--- src/rtl/sfr_rx_pkg.sv ---
// Shared types for the serial frame receiver.
// Assumes: one strobe set is produced per clock by the sequencer.
package sfr_rx_pkg;

    // Per-clock strobes from the frame sequencer to the capture units
    typedef struct packed {
        logic frame_start;  // this tick opens a frame (index 0)
        logic sample_sync;  // this tick's bit enters the sync capture
        logic sync_last;    // this tick is the last sync-window bit
        logic sample_data;  // this tick's bit is a data bit
        logic word_last;    // this tick completes a word
    } seq_strobe_t;

endpackage

--- src/rtl/sfr_rx_timer.sv ---
// Periodic frame-start request generator.
// Counts bit ticks and requests a start on count zero; the interval is
// 2*(period+1) ticks. Assumes period is stable while enabled.
module sfr_rx_timer #(
    parameter int PER_W = 9
) (
    input  logic             clk,
    input  logic             rst_n,
    input  logic             bit_en,
    input  logic             en,
    input  logic [PER_W-1:0] period,
    output logic             hit
);
    localparam int CNT_W = PER_W + 1;

    logic [CNT_W-1:0] cnt;
    logic [CNT_W-1:0] last_cnt;

    // last count value of the interval: 2*period+1
    assign last_cnt = {period, 1'b1};
    assign hit      = en && (cnt == '0);

    // tick counter, held at zero while disabled
    always_ff @(posedge clk) begin
        if (!rst_n || !en) begin
            cnt <= '0;
        end else if (bit_en) begin
            cnt <= (cnt == last_cnt) ? '0 : cnt + 1'b1;
        end
    end
endmodule

--- src/rtl/sfr_rx_seq.sv ---
// Frame sequencer: tracks the position inside a frame and decides, tick by
// tick, whether a bit belongs to the sync window, to a data word, or to
// nothing. Assumes configuration is stable while a frame is active.
module sfr_rx_seq
    import sfr_rx_pkg::*;
#(
    parameter int IDX_W    = 9,
    parameter int DLY_W    = 8,
    parameter int WL_W     = 5,
    parameter int NW_W     = 4,
    parameter int SYNC_CAP = 32
) (
    input  logic             clk,
    input  logic             rst_n,
    input  logic             bit_en,
    input  logic             start_req,
    input  logic [IDX_W-1:0] sync_len,
    input  logic [DLY_W-1:0] delay,
    input  logic [WL_W-1:0]  wlen_m1,
    input  logic [NW_W-1:0]  nw_m1,
    output seq_strobe_t      stb,
    output logic [WL_W-1:0]  bit_pos,
    output logic             busy
);
    localparam logic [IDX_W-1:0] IDX_SAT = IDX_W'(1) << (IDX_W - 1);

    logic             active;
    logic [IDX_W-1:0] idx;
    logic [WL_W-1:0]  bcnt;
    logic [NW_W-1:0]  wcnt;
    logic             data_done, sync_done;

    logic             start_now, run;
    logic [IDX_W-1:0] c_idx;
    logic [WL_W-1:0]  c_b;
    logic [NW_W-1:0]  c_w;
    logic             c_dd, c_sd;
    logic             data_fin, sync_fin;

    // current-tick view: a starting frame sees cleared position state
    always_comb begin
        start_now = bit_en && !active && start_req;
        run       = bit_en && (active || start_now);
        c_idx     = active ? idx : '0;
        c_b       = active ? bcnt : '0;
        c_w       = active ? wcnt : '0;
        c_dd      = active && data_done;
        c_sd      = active && sync_done;

        stb.frame_start = start_now;
        stb.sample_sync = run && !c_sd && (c_idx < IDX_W'(SYNC_CAP));
        stb.sync_last   = run && !c_sd && (c_idx == sync_len - 1'b1);
        stb.sample_data = run && !c_dd && (c_idx >= IDX_W'(delay));
        stb.word_last   = stb.sample_data && (c_b == wlen_m1);
        data_fin        = c_dd || (stb.word_last && (c_w == nw_m1));
        sync_fin        = c_sd || stb.sync_last;
    end

    assign bit_pos = c_b;
    assign busy    = active;

    // position state advanced once per tick of an active frame
    always_ff @(posedge clk) begin
        if (!rst_n) begin
            active    <= 1'b0;
            idx       <= '0;
            bcnt      <= '0;
            wcnt      <= '0;
            data_done <= 1'b0;
            sync_done <= 1'b0;
        end else if (run) begin
            active    <= !(data_fin && sync_fin);
            idx       <= (c_idx == IDX_SAT) ? c_idx : c_idx + 1'b1;
            bcnt      <= stb.word_last ? '0 : (stb.sample_data ? c_b + 1'b1 : c_b);
            wcnt      <= stb.word_last ? c_w + 1'b1 : c_w;
            data_done <= data_fin;
            sync_done <= sync_fin;
        end
    end
endmodule

--- src/rtl/sfr_rx_deser.sv ---
// Word deserialiser: assembles data bits in either bit order, right-justified,
// presents each finished word with a one-clock strobe and tracks overrun.
// Assumes bit_pos counts from zero within each word.
module sfr_rx_deser #(
    parameter int WORD_W = 32,
    parameter int WL_W   = 5
) (
    input  logic              clk,
    input  logic              rst_n,
    input  logic              sample,
    input  logic              word_last,
    input  logic [WL_W-1:0]   bit_pos,
    input  logic              msb_first,
    input  logic              sdin,
    input  logic              word_ack,
    output logic [WORD_W-1:0] word_data,
    output logic              word_valid,
    output logic              overrun
);
    logic [WORD_W-1:0] acc, base, nxt;
    logic              pending;

    // next accumulator value for this bit
    always_comb begin
        base = (bit_pos == '0) ? '0 : acc;
        if (msb_first) nxt = {base[WORD_W-2:0], sdin};
        else           nxt = base | (WORD_W'(sdin) << bit_pos);
    end

    // accumulate, publish words, and track unacknowledged words
    always_ff @(posedge clk) begin
        if (!rst_n) begin
            acc        <= '0;
            word_data  <= '0;
            word_valid <= 1'b0;
            pending    <= 1'b0;
            overrun    <= 1'b0;
        end else begin
            word_valid <= 1'b0;
            if (sample) acc <= nxt;
            if (word_last) begin
                word_data  <= nxt;
                word_valid <= 1'b1;
                pending    <= 1'b1;
                if (pending && !word_ack) overrun <= 1'b1;
            end else if (word_ack) begin
                pending <= 1'b0;
            end
        end
    end
endmodule

--- src/rtl/sfr_rx_synccap.sv ---
// Sync-data capture: shifts the leading sync-window bits into a register and
// publishes it when the window closes. Assumes the first sync bit arrives on
// the frame-start tick.
module sfr_rx_synccap #(
    parameter int WORD_W = 32
) (
    input  logic              clk,
    input  logic              rst_n,
    input  logic              frame_start,
    input  logic              sample,
    input  logic              last,
    input  logic              sdin,
    output logic [WORD_W-1:0] sync_data,
    output logic              sync_valid
);
    logic [WORD_W-1:0] sh, nxt;

    // shift value; a new frame starts from an empty register
    assign nxt = {(frame_start ? WORD_W'(0) : sh) << 1} | WORD_W'(sdin);

    // collect bits and publish at window end
    always_ff @(posedge clk) begin
        if (!rst_n) begin
            sh         <= '0;
            sync_data  <= '0;
            sync_valid <= 1'b0;
        end else begin
            sync_valid <= 1'b0;
            if (sample) sh <= nxt;
            if (last) begin
                sync_data  <= sample ? nxt : sh;
                sync_valid <= 1'b1;
            end
        end
    end
endmodule

--- src/rtl/sfr_rx.sv ---
// Programmable serial frame receiver top. Combines the start sources,
// sequences each frame and feeds the word and sync capture units.
// Assumes configuration is held stable while frame_busy is high.
module sfr_rx
    import sfr_rx_pkg::*;
#(
    parameter int WORD_W = 32,
    parameter int SF_W   = 4,
    parameter int DLY_W  = 8,
    parameter int NW_W   = 4,
    parameter int PER_W  = 9
) (
    input  logic              clk,
    input  logic              rst_n,
    input  logic              bit_en,
    input  logic              sdin,
    input  logic              start_in,
    input  logic [SF_W-1:0]   cfg_sync_lo,
    input  logic [SF_W-1:0]   cfg_sync_hi,
    input  logic [DLY_W-1:0]  cfg_delay,
    input  logic [$clog2(WORD_W)-1:0] cfg_wlen_m1,
    input  logic [NW_W-1:0]   cfg_words_m1,
    input  logic              cfg_msb_first,
    input  logic [PER_W-1:0]  cfg_period,
    input  logic              cfg_period_en,
    input  logic              word_ack,
    output logic [WORD_W-1:0] word_data,
    output logic              word_valid,
    output logic              overrun,
    output logic [WORD_W-1:0] sync_data,
    output logic              sync_valid,
    output logic              frame_busy
);
    localparam int WL_W  = $clog2(WORD_W);
    localparam int IDX_W = 2 * SF_W + 1;

    logic             tmr_hit;
    logic [IDX_W-1:0] sync_len;
    logic [WL_W-1:0]  bit_pos;
    seq_strobe_t      stb;

    // sync window length: low field + 16 * high field + 1
    assign sync_len = IDX_W'({cfg_sync_hi, cfg_sync_lo}) + 1'b1;

    sfr_rx_timer #(.PER_W(PER_W)) u_timer (
        .clk    (clk),
        .rst_n  (rst_n),
        .bit_en (bit_en),
        .en     (cfg_period_en),
        .period (cfg_period),
        .hit    (tmr_hit)
    );

    sfr_rx_seq #(
        .IDX_W(IDX_W), .DLY_W(DLY_W), .WL_W(WL_W), .NW_W(NW_W), .SYNC_CAP(WORD_W)
    ) u_seq (
        .clk       (clk),
        .rst_n     (rst_n),
        .bit_en    (bit_en),
        .start_req (start_in || tmr_hit),
        .sync_len  (sync_len),
        .delay     (cfg_delay),
        .wlen_m1   (cfg_wlen_m1),
        .nw_m1     (cfg_words_m1),
        .stb       (stb),
        .bit_pos   (bit_pos),
        .busy      (frame_busy)
    );

    sfr_rx_deser #(.WORD_W(WORD_W), .WL_W(WL_W)) u_deser (
        .clk        (clk),
        .rst_n      (rst_n),
        .sample     (stb.sample_data),
        .word_last  (stb.word_last),
        .bit_pos    (bit_pos),
        .msb_first  (cfg_msb_first),
        .sdin       (sdin),
        .word_ack   (word_ack),
        .word_data  (word_data),
        .word_valid (word_valid),
        .overrun    (overrun)
    );

    sfr_rx_synccap #(.WORD_W(WORD_W)) u_sync (
        .clk         (clk),
        .rst_n       (rst_n),
        .frame_start (stb.frame_start),
        .sample      (stb.sample_sync),
        .last        (stb.sync_last),
        .sdin        (sdin),
        .sync_data   (sync_data),
        .sync_valid  (sync_valid)
    );
endmodule

--- config.mk ---
export PLATFORM = sky130hd
export DESIGN_NAME = sfr_rx
export DESIGN_NICKNAME = d
export VERILOG_FILES = /design/src/rtl/sfr_rx_pkg.sv /design/src/rtl/sfr_rx_timer.sv /design/src/rtl/sfr_rx_seq.sv /design/src/rtl/sfr_rx_deser.sv /design/src/rtl/sfr_rx_synccap.sv /design/src/rtl/sfr_rx.sv
export SDC_FILE = /design/constraint.sdc
export NUM_CORES = 1
export LEC_CHECK = 0
export ABC_CLOCK_PERIOD_IN_PS = 4900
export CORE_UTILIZATION = 60
export DETAILED_ROUTE_END_ITERATION = 12
export HOLD_SLACK_MARGIN = 0.1
export PLACE_DENSITY = 0.86
export SYNTH_ARGS = -nofsm -noshare
export SYNTH_HDL_FRONTEND = slang
export SYNTH_HIERARCHICAL = 1
export SYNTH_SLANG_ARGS = --single-unit
--- constraint.sdc ---
create_clock -name clk -period 4.9 [get_ports clk]
set_clock_uncertainty 0.2 [all_clocks]
set_input_delay 0.49 -clock clk [delete_from_list [all_inputs] [get_ports clk]]
set_output_delay 0.49 -clock clk [all_outputs]
set_load 0.02 [all_outputs]
* After elaboration in Yosys (flattened, before gate mapping)
Index checks and enable logic that the tools add are counted.
** Word-level totals
- Register bits :: 163
- Input port bits :: 42
- Output and inout bits :: 68
- Logic and storage cells :: 78
** Operators by class
- Add/sub/neg operators :: 6
- $lt $le $gt $ge :: 2
- Eq/ne operators :: 5
- Shifts and indexed selects :: 1
- Multiplexer cells :: 16
- Bitwise operators :: 2
- Reductions and logical operators :: 31
** Operators by type and width (count)
- two-way mux 32 bit :: 3
- bitwise OR 32 x 1 -> 32 bit :: 1
- bitwise OR 32 bit :: 1
- left shift 1 x 5 -> 32 bit :: 1
- two-way mux 31 bit :: 1
- two-way mux 9 bit :: 2
- logical AND 1 bit :: 15
- two-way mux 5 bit :: 3
- adder 10 x 1 -> 10 bit (second input constant) :: 1
- == test 10 bit :: 1
- logical NOT 10 bit :: 1
- two-way mux 10 bit :: 1
- adder 8 x 1 -> 9 bit (second input constant) :: 1
- adder 9 x 1 -> 9 bit (second input constant) :: 1
- == test 9 bit :: 1
- == test 9 bit (second input constant) :: 1
- >= comparator 9 x 8 -> 1 bit :: 1
- < comparator 9 x 6 -> 1 bit (second input constant) :: 1
- subtractor 9 x 1 -> 9 bit (second input constant) :: 1
- two-way mux 4 bit :: 2
- logical NOT 1 bit :: 7
- adder 5 x 1 -> 5 bit (second input constant) :: 1
- == test 5 bit :: 1
- logical NOT 5 bit :: 1
- 6 further kinds :: 13

* Longest topological paths before layout
Gate-level depths: netlist of run 1.
- Depth after elaboration :: 13
- Depth in mapped cells :: 13
- Mapped depth without buffers :: 12

* Modules after synthesis
The synthesis of run 1 kept the hierarchy.
** By module, submodules not included
- sfr_rx_deser :: instances 1, cells an instance 350, area each 3040.4 sq um, sequential area each 1341.3 sq um
- sfr_rx_synccap :: instances 1, cells an instance 249, area each 2615.0 sq um, sequential area each 1301.2 sq um
- sfr_rx_seq :: instances 1, cells an instance 264, area each 1979.4 sq um, sequential area each 420.4 sq um
- sfr_rx_timer :: instances 1, cells an instance 66, area each 593.1 sq um, sequential area each 200.2 sq um
- sfr_rx :: instances 1, cells an instance 19, area each 127.6 sq um, sequential area each 0.0 sq um

* Least setup slack after synthesis of run 1
No wires, ideal clock.
- Path type :: input to register
- From :: in cfg_sync_lo[0]
- To :: reg u_sync.sync_data[13]
- Library setup time :: 0.074 ns
- Arrival :: 2.930 ns
- Required time :: 4.626 ns
- Slack :: 1.696 ns
- Cell stages on the path :: 13
- Path buffers :: 3
- Path through :: ha_1 > inv_1 > ha_1 > or3b_2 > clkbuf_1 > nor3_1 > xnor2_1 > nand2_1 > nor4_1 > buf_4 > clkbuf_2 > o21ai_0 > a31oi_1
** RTL lines
- start: declaration :: RTL line sfr_rx.sv:18 : input logic [SF_W-1:0] cfg_sync_lo,
- end signal: assignment :: RTL line sfr_rx_synccap.sv:31 : sync_data <= sample ? nxt : sh;
- end: declaration :: RTL line sfr_rx_synccap.sv:13 : output logic [WORD_W-1:0] sync_data,

==> key figures, run 1 <==
Status
  • Status: finished, final reports clean

Timing
  • Worst Setup Slack, final: 1110 ps
  • Crit path time final: ~3800 ps
  • Max Slew Vio Count: 0
  • Final hold violation count: 0
  • Sum of negative setup slack: 0 ps
  • Unrepaired setup endpoints after global routing: no
  • Final period util: just under 80%
  • Slew @ Worst Pin: ~1200 ps
  • Worst slew margin: roughly a fifth
  • Final setup fails: 0
  • Max Clock Freq: about 0.26 GHz

Floorplan
  • Initial Utilization: between 60% and 70%
  • Die X-Extent: ~120 um
  • Die Ht: ~120 um
  • Die area: ~14000 um^2
  • Core area: approximately 13000 um^2
  • IO Count: 110
  • FP Rows: 42

Power
  • PwrDens: 302 nW/um^2
  • Pleak: 3.51 nW
  • Worst VDD drop: approximately 0.00023 V

Clocking
  • Cts repair resizes: 0
  • Max clock buf depth: 2
  • Clk root buf: clkbuf_16
  • Clock slew at reported path FFs: 60 ps
  • CTS Hold Bufs: 0
  • # H-tree levels: 4
  • Post-CTS Setup Bufs: 0
  • CTS tree: done
  • Clk sink count: about 160
  • Worst-skew pair later-pin latency: 420 ps
  • Num CTS Buffers: 17

Finish
  • Most common cell after layout, fill and taps aside: dfxtp_1
  • Nets@finish: between 1000 and 1500
  • P&R area growth vs syn: 19.0%
  • Ratio of cells with drive above 1 in the final layout: approximately a tenth
  • Most frequent cells in the layout: dfxtp_1 (163), o21ai_0 (129), clkdlybuf4s50_1 (108), a31oi_1 (93), nand2_1 (62)
  • Number of diodes: 0
  • Post-layout util: around three quarters

Critical path
  • Critical path arrival: ~3900 ps
  • Critical Path RT: around 5000 ps
  • CP startpoint kind: flip-flop
  • WS Path Type: flip-flop to flip-flop
  • Critical Path Source: u_seq/busy
  • Crit path max fanout: 50
  • Setup crit end kind: flip-flop
  • Crit Reg-Reg Startpoint: u_seq/busy

Hold path
  • Min-delay worst type: flip-flop to flip-flop
  • Start point of the worst hold path: u_seq/bcnt[1]

Placed design
  • Final GP Congestion: between 0.8 and 0.9
  • Setup slack at placement: between 900 and 1000 ps
  • DP HPWL: 12200 um
  • Port Buf Inserts: 109

Global route
  • First-pass GRT wire length: roughly 32000 um
  • GRT Util Overall: between 20% and 30%
  • Vias in the first global route: around 6700
  • Gr ovfl total: 0
  • Initial antenna violation count: 0
  • Largest net degree at the start of global routing: 88

Route
  • DRC: 0
  • Total number of vias: between 7000 and 8000
  • Final ANT Viol Nets: 0
  • WL/cell: about 16 um
  • First-pass DRT Iterations: 5
  • Via-per-instance ratio: roughly 6.1
  • Post-Route WL: around 19000 um
  • DR iter-0 viols: 679

Run
  • Max Cap Viol: 0

Yosys
  • Synth unique cells: 78
  • Post-synthesis sequential area ratio: about two fifths
  • Net Count, Synth: 1005
  • Ys flop type: dfxtp_1
  • Syn_area_per_cell: approximately 8.8 um^2
  • FF+latch count, synth: 163
  • Syn. warnings: 6
  • Synth Cell Area: 8360 um^2
  • EDFF count, synth: 0
  • Mapped Cells: between 900 and 1000
  • FFs w/ async S/R, synth: 0%
==> final cells by class <==
| type | instances | area [um^2] |
|---|---|---|
| Clock buffer | 19 | 453 |
| Multi-Input combinational cell | 685 | 4610 |
| Fill cell | 1041 | 3460 |
| Timing Repair Buffer | 117 | 1150 |
| Inverter | 26 | 97.6 |
| Clock inverter | 13 | 149 |
| Tap cell | 176 | 220 |
| Sequential cell | 163 | 3260 |
==> worst paths after layout <==
| path | endpoint | slack [ps] | cells past startpoint |
|---|---|---|---|
| min reg2reg | u_seq/bcnt[1] | 260 | 2 |
| min | u_seq/bcnt[1] | 260 | 2 |
| max reg2reg | u_deser/acc[6] | 1110 | 10 |
| max | u_deser/acc[6] | 1110 | 10 |
==> state kept, by name, summed over array words and instances, names as in the netlist, 4 cells and up <==
register,count
u_seq/idx,9
u_deser/acc,32
u_timer/cnt,10
u_sync/sync_data,32
u_sync/sh,32
u_deser/word_data,32
u_seq/wcnt,4
u_seq/bcnt,5
==> layer usage <==
layer  wire [um]  part of all wire [%]  vias up  track usage, %
met4         313                   1.6        0            8.59
li1            -                     -     3577               -
met2        9450                    49      238            47.0
met5           0                     0        -               0
met3         998                   5.2       32            6.08
met1        8350                    44     3417            32.7
==> Yosys cell counts, types with 3 or more instances <==
cell type    n  area share (%)
mux2i_1      4            0.48
buf_2       16            0.96
nor3_1       5            0.30
a21oi_1     12            0.72
and3_1       3            0.22
buf_6        8             1.1
a211oi_1     4            0.36
or2_2        3            0.22
nand3_1     18             1.1
o21ai_1     13            0.78
xnor2_1     33             3.5
o22ai_1      5            0.37
xor2_1      14             1.5
o31ai_1      3            0.27
and4_1       3            0.31
nor4bb_1     3            0.36
a21boi_1    31             2.8
o21ai_0    129             7.7
nand3b_1    33             3.0
nor2b_1      7            0.52
inv_1       26             1.2
nor4_1       8            0.60
nor2_1      36             1.6
dfxtp_1    163              39
or3_1        3            0.22
nand4_1      8            0.60
clkbuf_2     7            0.42
o21a_1       3            0.27
nand2b_4    15             2.5
and4b_1      3            0.36
nand2_1     62             2.8
clkbuf_1    38             1.7
buf_4        3            0.27
and3b_1      3            0.31
nand2b_1    18             1.3
a31oi_1     93             7.0
o211ai_1     3            0.27
mux2_2      31             4.2
and2_1      17             1.3
ha_1        15             2.2
==> power breakdown <==
part,total [mW],internal [mW],leakage [nW],switching (mW)
clock network,1.35,0.787,0.293,0.560
registers,1.37,1.34,1.31,0.0213
logic,0.292,0.139,1.90,0.153
==> critical path: stages, from the launching register on <==
cell     delay, ps
dfxtp_1        700
nand2_1        220
ha_1           340
nand4_1         70
or4b_1         510
a21oi_2        270
nor2_2         110
inv_1          370
buf_4          480
o21ai_0        180
a31oi_1        240
==> logic make-up (layout without fill, tap and decap cells) <==
logic type / after synthesis / count (layout) / synth area share, %
buffers and inverters: 100 / 175 / 5.81
adders and majority gates: 15 / 15 / 2.25
xor gates and xnor gates: 47 / 47 / 4.93
DFF: 163 / 163 / 39.1
and+or+nand+nor: 264 / 264 / 19.3
muxes: 35 / 35 / 4.66
AOI/OAI and AO/OA: 324 / 324 / 24.0
==> stage by stage <==
step / std cells / total power, mW / cell area, um^2 / hold WS, ps
2_1_floorplan: 948 / 1.61 / 8360 / 231
3_3_place_gp: 1167 / 1.68 / 9340 / 242
4_1_cts: 1199 / 3.03 / 9940 / 260
5_1_grt: 1199 / 3.11 / 9940 / 286
6_report: 1199 / 3.00 / 9940 / 264
3_5_place_dp: 1167 / 1.68 / 9340 / 251
Note: power is estimated with default switching activity, not from simulation.
==> inputs of run 2 (changes only) <==
--- a/config.mk
+++ b/config.mk
@@ -5,11 +5,11 @@
 export SDC_FILE = /design/constraint.sdc
 export NUM_CORES = 1
 export LEC_CHECK = 0
-export ABC_CLOCK_PERIOD_IN_PS = 4900
-export CORE_UTILIZATION = 60
+export ABC_CLOCK_PERIOD_IN_PS = 3800
+export CORE_UTILIZATION = 56
 export DETAILED_ROUTE_END_ITERATION = 12
 export HOLD_SLACK_MARGIN = 0.1
-export PLACE_DENSITY = 0.86
+export PLACE_DENSITY = 0.81
 export SYNTH_ARGS = -nofsm -noshare
 export SYNTH_HDL_FRONTEND = slang
 export SYNTH_HIERARCHICAL = 1
==> constraint.sdc (replaced) <==
create_clock -name clk -period 3.8 [get_ports clk]
set_clock_uncertainty 0.2 [all_clocks]
set_input_delay 0.38 -clock clk [delete_from_list [all_inputs] [get_ports clk]]
set_output_delay 0.38 -clock clk [all_outputs]
set_load 0.02 [all_outputs]
==> run 2 against run 1 <==
  * Register-to-register slack worse by 580 ps
  * Design area is 1.5% higher
  * Sequential power is 28% higher
  * Global-route usage is 2.0 points lower
  * Worst setup slack worse by 600 ps
  * Clock power is 35% higher
  * Combinational power is 32% higher
  * Critical path depth is 2 higher
  * Via count is 0.50% lower
  * Total power is 32% higher
==> key figures, run 2 (synthesized netlist as in run 1, its figures left out) <==
Power
  • Clock power frac: a little under half
  • Gate power share: 9.7%
  • Pleak: around 3.6 nW
  • P_sw: about 0.94 mW
  • Switching Share: between 20% and 30%
  • Flop pwr share: ~44%
  • PwrDens: slightly below 400 nW/um^2
  • Worst VDD drop: 0.000302 V
  • Internal power: between 3 and 4 mW

Clocking
  • Post-CTS Setup Bufs: 0
  • Num CTS Buffers: 17
  • # H-tree levels: 4
  • Worst-skew pair later-pin latency: about 430 ps
  • Cts repair resizes: 0
  • Max clock buf depth: 2
  • Clock slew at reported path FFs: 60 ps
  • Clk root buf: clkbuf_16
  • CTS tree: done
  • Clk sink count: between 150 and 200
  • CTS Hold Bufs: 0

Timing
  • Worst slew margin: between 30% and 40%
  • Crit path time final: 3290 ps
  • Final period util: 86.6%
  • Final setup fails: 0
  • Slew @ Worst Pin: a little over 900 ps
  • Max Slew Vio Count: 0
  • Unrepaired setup endpoints after global routing: no
  • Max Clock Freq: between 0.3 and 0.4 GHz
  • Final hold violation count: 0
  • Sum of negative setup slack: 0 ps
  • Worst Setup Slack, final: 509 ps
  • Hold WS: roughly 170 ps

Critical path
  • Crit path top cell by count: ha_1
  • Critical Path RT: a little under 4000 ps
  • WP depth: 12
  • Worst path slowest cell: or3b_2
  • Crit path buf inv count: 3
  • Crit path max fanout: 66
  • CP startpoint kind: input pin
  • R2R cell count: 11
  • WS Path Type: input pin to flip-flop
  • Delay-heaviest family, CP: simple AND/OR/NAND/NOR gates
  • Setup crit end kind: flip-flop
  • CP max stage delay: between 500 and 600 ps
  • Crit-path cells: clkdlybuf4s50_1 > ha_1 > inv_1 > ha_1 > or3b_2 > nor3_1 > xnor2_1 > nand2_1 > nor4_2 > buf_12 > o21ai_0 > a31oi_1
  • Critical path arrival: 3430 ps

Finish
  • Multi-input logic area: between 4000 and 5000 um^2
  • FF/Latch Area: between 3000 and 4000 um^2
  • Fillers: around 1200
  • P&R area growth vs syn: 20.8%
  • Ratio of cells with drive above 1 in the final layout: 11.4%
  • Number of diodes: 0
  • Most frequent cells in the layout: dfxtp_1 (163), o21ai_0 (129), clkdlybuf4s50_1 (108), a31oi_1 (93), nand2_1 (62)
  • Nets@finish: around 1100
  • Post-layout util: 69.4%
  • Most common cell after layout, fill and taps aside: dfxtp_1

Floorplan
  • Core area: roughly 15000 um^2
  • Die Ht: ~120 um
  • IO Count: between 100 and 150
  • Die area: between 15000 and 20000 um^2
  • FP Rows: 44
  • Die X-Extent: roughly 120 um
  • Initial Utilization: 57.5%

Run
  • Max Cap Viol: 0

Hold path
  • Min-delay worst type: input pin to flip-flop
  • Worst Hold Depth: 2

Placed design
  • DP HPWL: approximately 12000 um
  • Final GP Congestion: between 0.8 and 0.9
  • Setup slack at placement: between 100 and 150 ps
  • Port Buf Inserts: approximately 110

Global route
  • Vias in the first global route: roughly 6600
  • GRT Util Overall: roughly a quarter
  • Largest net degree at the start of global routing: 115
  • Initial antenna violation count: 0
  • Gr ovfl total: 0
  • First-pass GRT wire length: ~31000 um

Route
  • DRC: 0
  • Post-Route WL: between 15000 and 20000 um
  • DR iter-0 viols: ~440
  • Total number of vias: approximately 7200
  • WL/cell: about 16 um
  • Final ANT Viol Nets: 0
  • First-pass DRT Iterations: 5
  • Via-per-instance ratio: slightly below 6

Status
  • Status: finished, final reports clean
-- run 2: cell types whose count changed in the layout (fill, tap and decap cells not counted), sizes merged --
| cell | delta |
|---|---|
| clkinvlp | -2 |
| bufinv | +1 |
| inv | +2 |
| clkbuf | +1 |
| clkinv | -2 |
| buf | +11 |
-- run 2: final cells by class --
type,count,area share (%)
clock inverters,12,1.62
clock buffers,20,4.62
inverters,26,0.967
repair buffers,128,12.4
flip-flops and latches,163,32.3
multi-input cells,685,45.7
well taps,184,2.28
-- run 2: worst reg2reg max path, cell delays in order (launching register included) --
cell     delay (ps)
dfxtp_1         650
nand2_1         200
ha_1            330
nand4_1          80
or4b_1          510
a21oi_2         300
nor2_2          110
inv_1           160
buf_4           270
nand2_1          80
o31ai_1          90
mux2i_1         220
-- run 2: layer usage --
metal,routed length (um),GRT usage [%],vias to the layer above
met5,0,0,-
met4,368,10.1,0
met3,776,5.04,28
met2,9240,43.1,176
met1,8530,30.2,3422
li1,-,-,3602
-- run 2: power by group through the flow --
stage	Sequential, mW	Clock, mW	Combinational (mW)
floorplan	1.79	0	0.288
CTS	1.76	1.84	0.384
global placement	1.80	0	0.375
detailed placement	1.80	0	0.382
finish	1.76	1.82	0.385
global route	1.76	1.92	0.420
-- run 2: per-stage QoR --
stage                     power (mW)  instance area [um^2]  instances
after floorplan                 2.08                  8360        948
after global placement          2.17                  9460       1186
after detailed placement        2.18                  9460       1186
after CTS                       3.98                 10100       1218
after global routing            4.10                 10100       1218
final                           3.96                 10100       1218
-- run 2: final timing paths --
check	from	to	slack (ps)
worst max register to register	u_seq/busy	u_deser/acc[0]	530
worst max-delay path	cfg_sync_lo[0]	u_sync/sync_data[15]	510
worst min-delay path	rst_n	u_deser/pending	170
worst min register to register	u_seq/bcnt[1]	u_seq/bcnt[1]	260
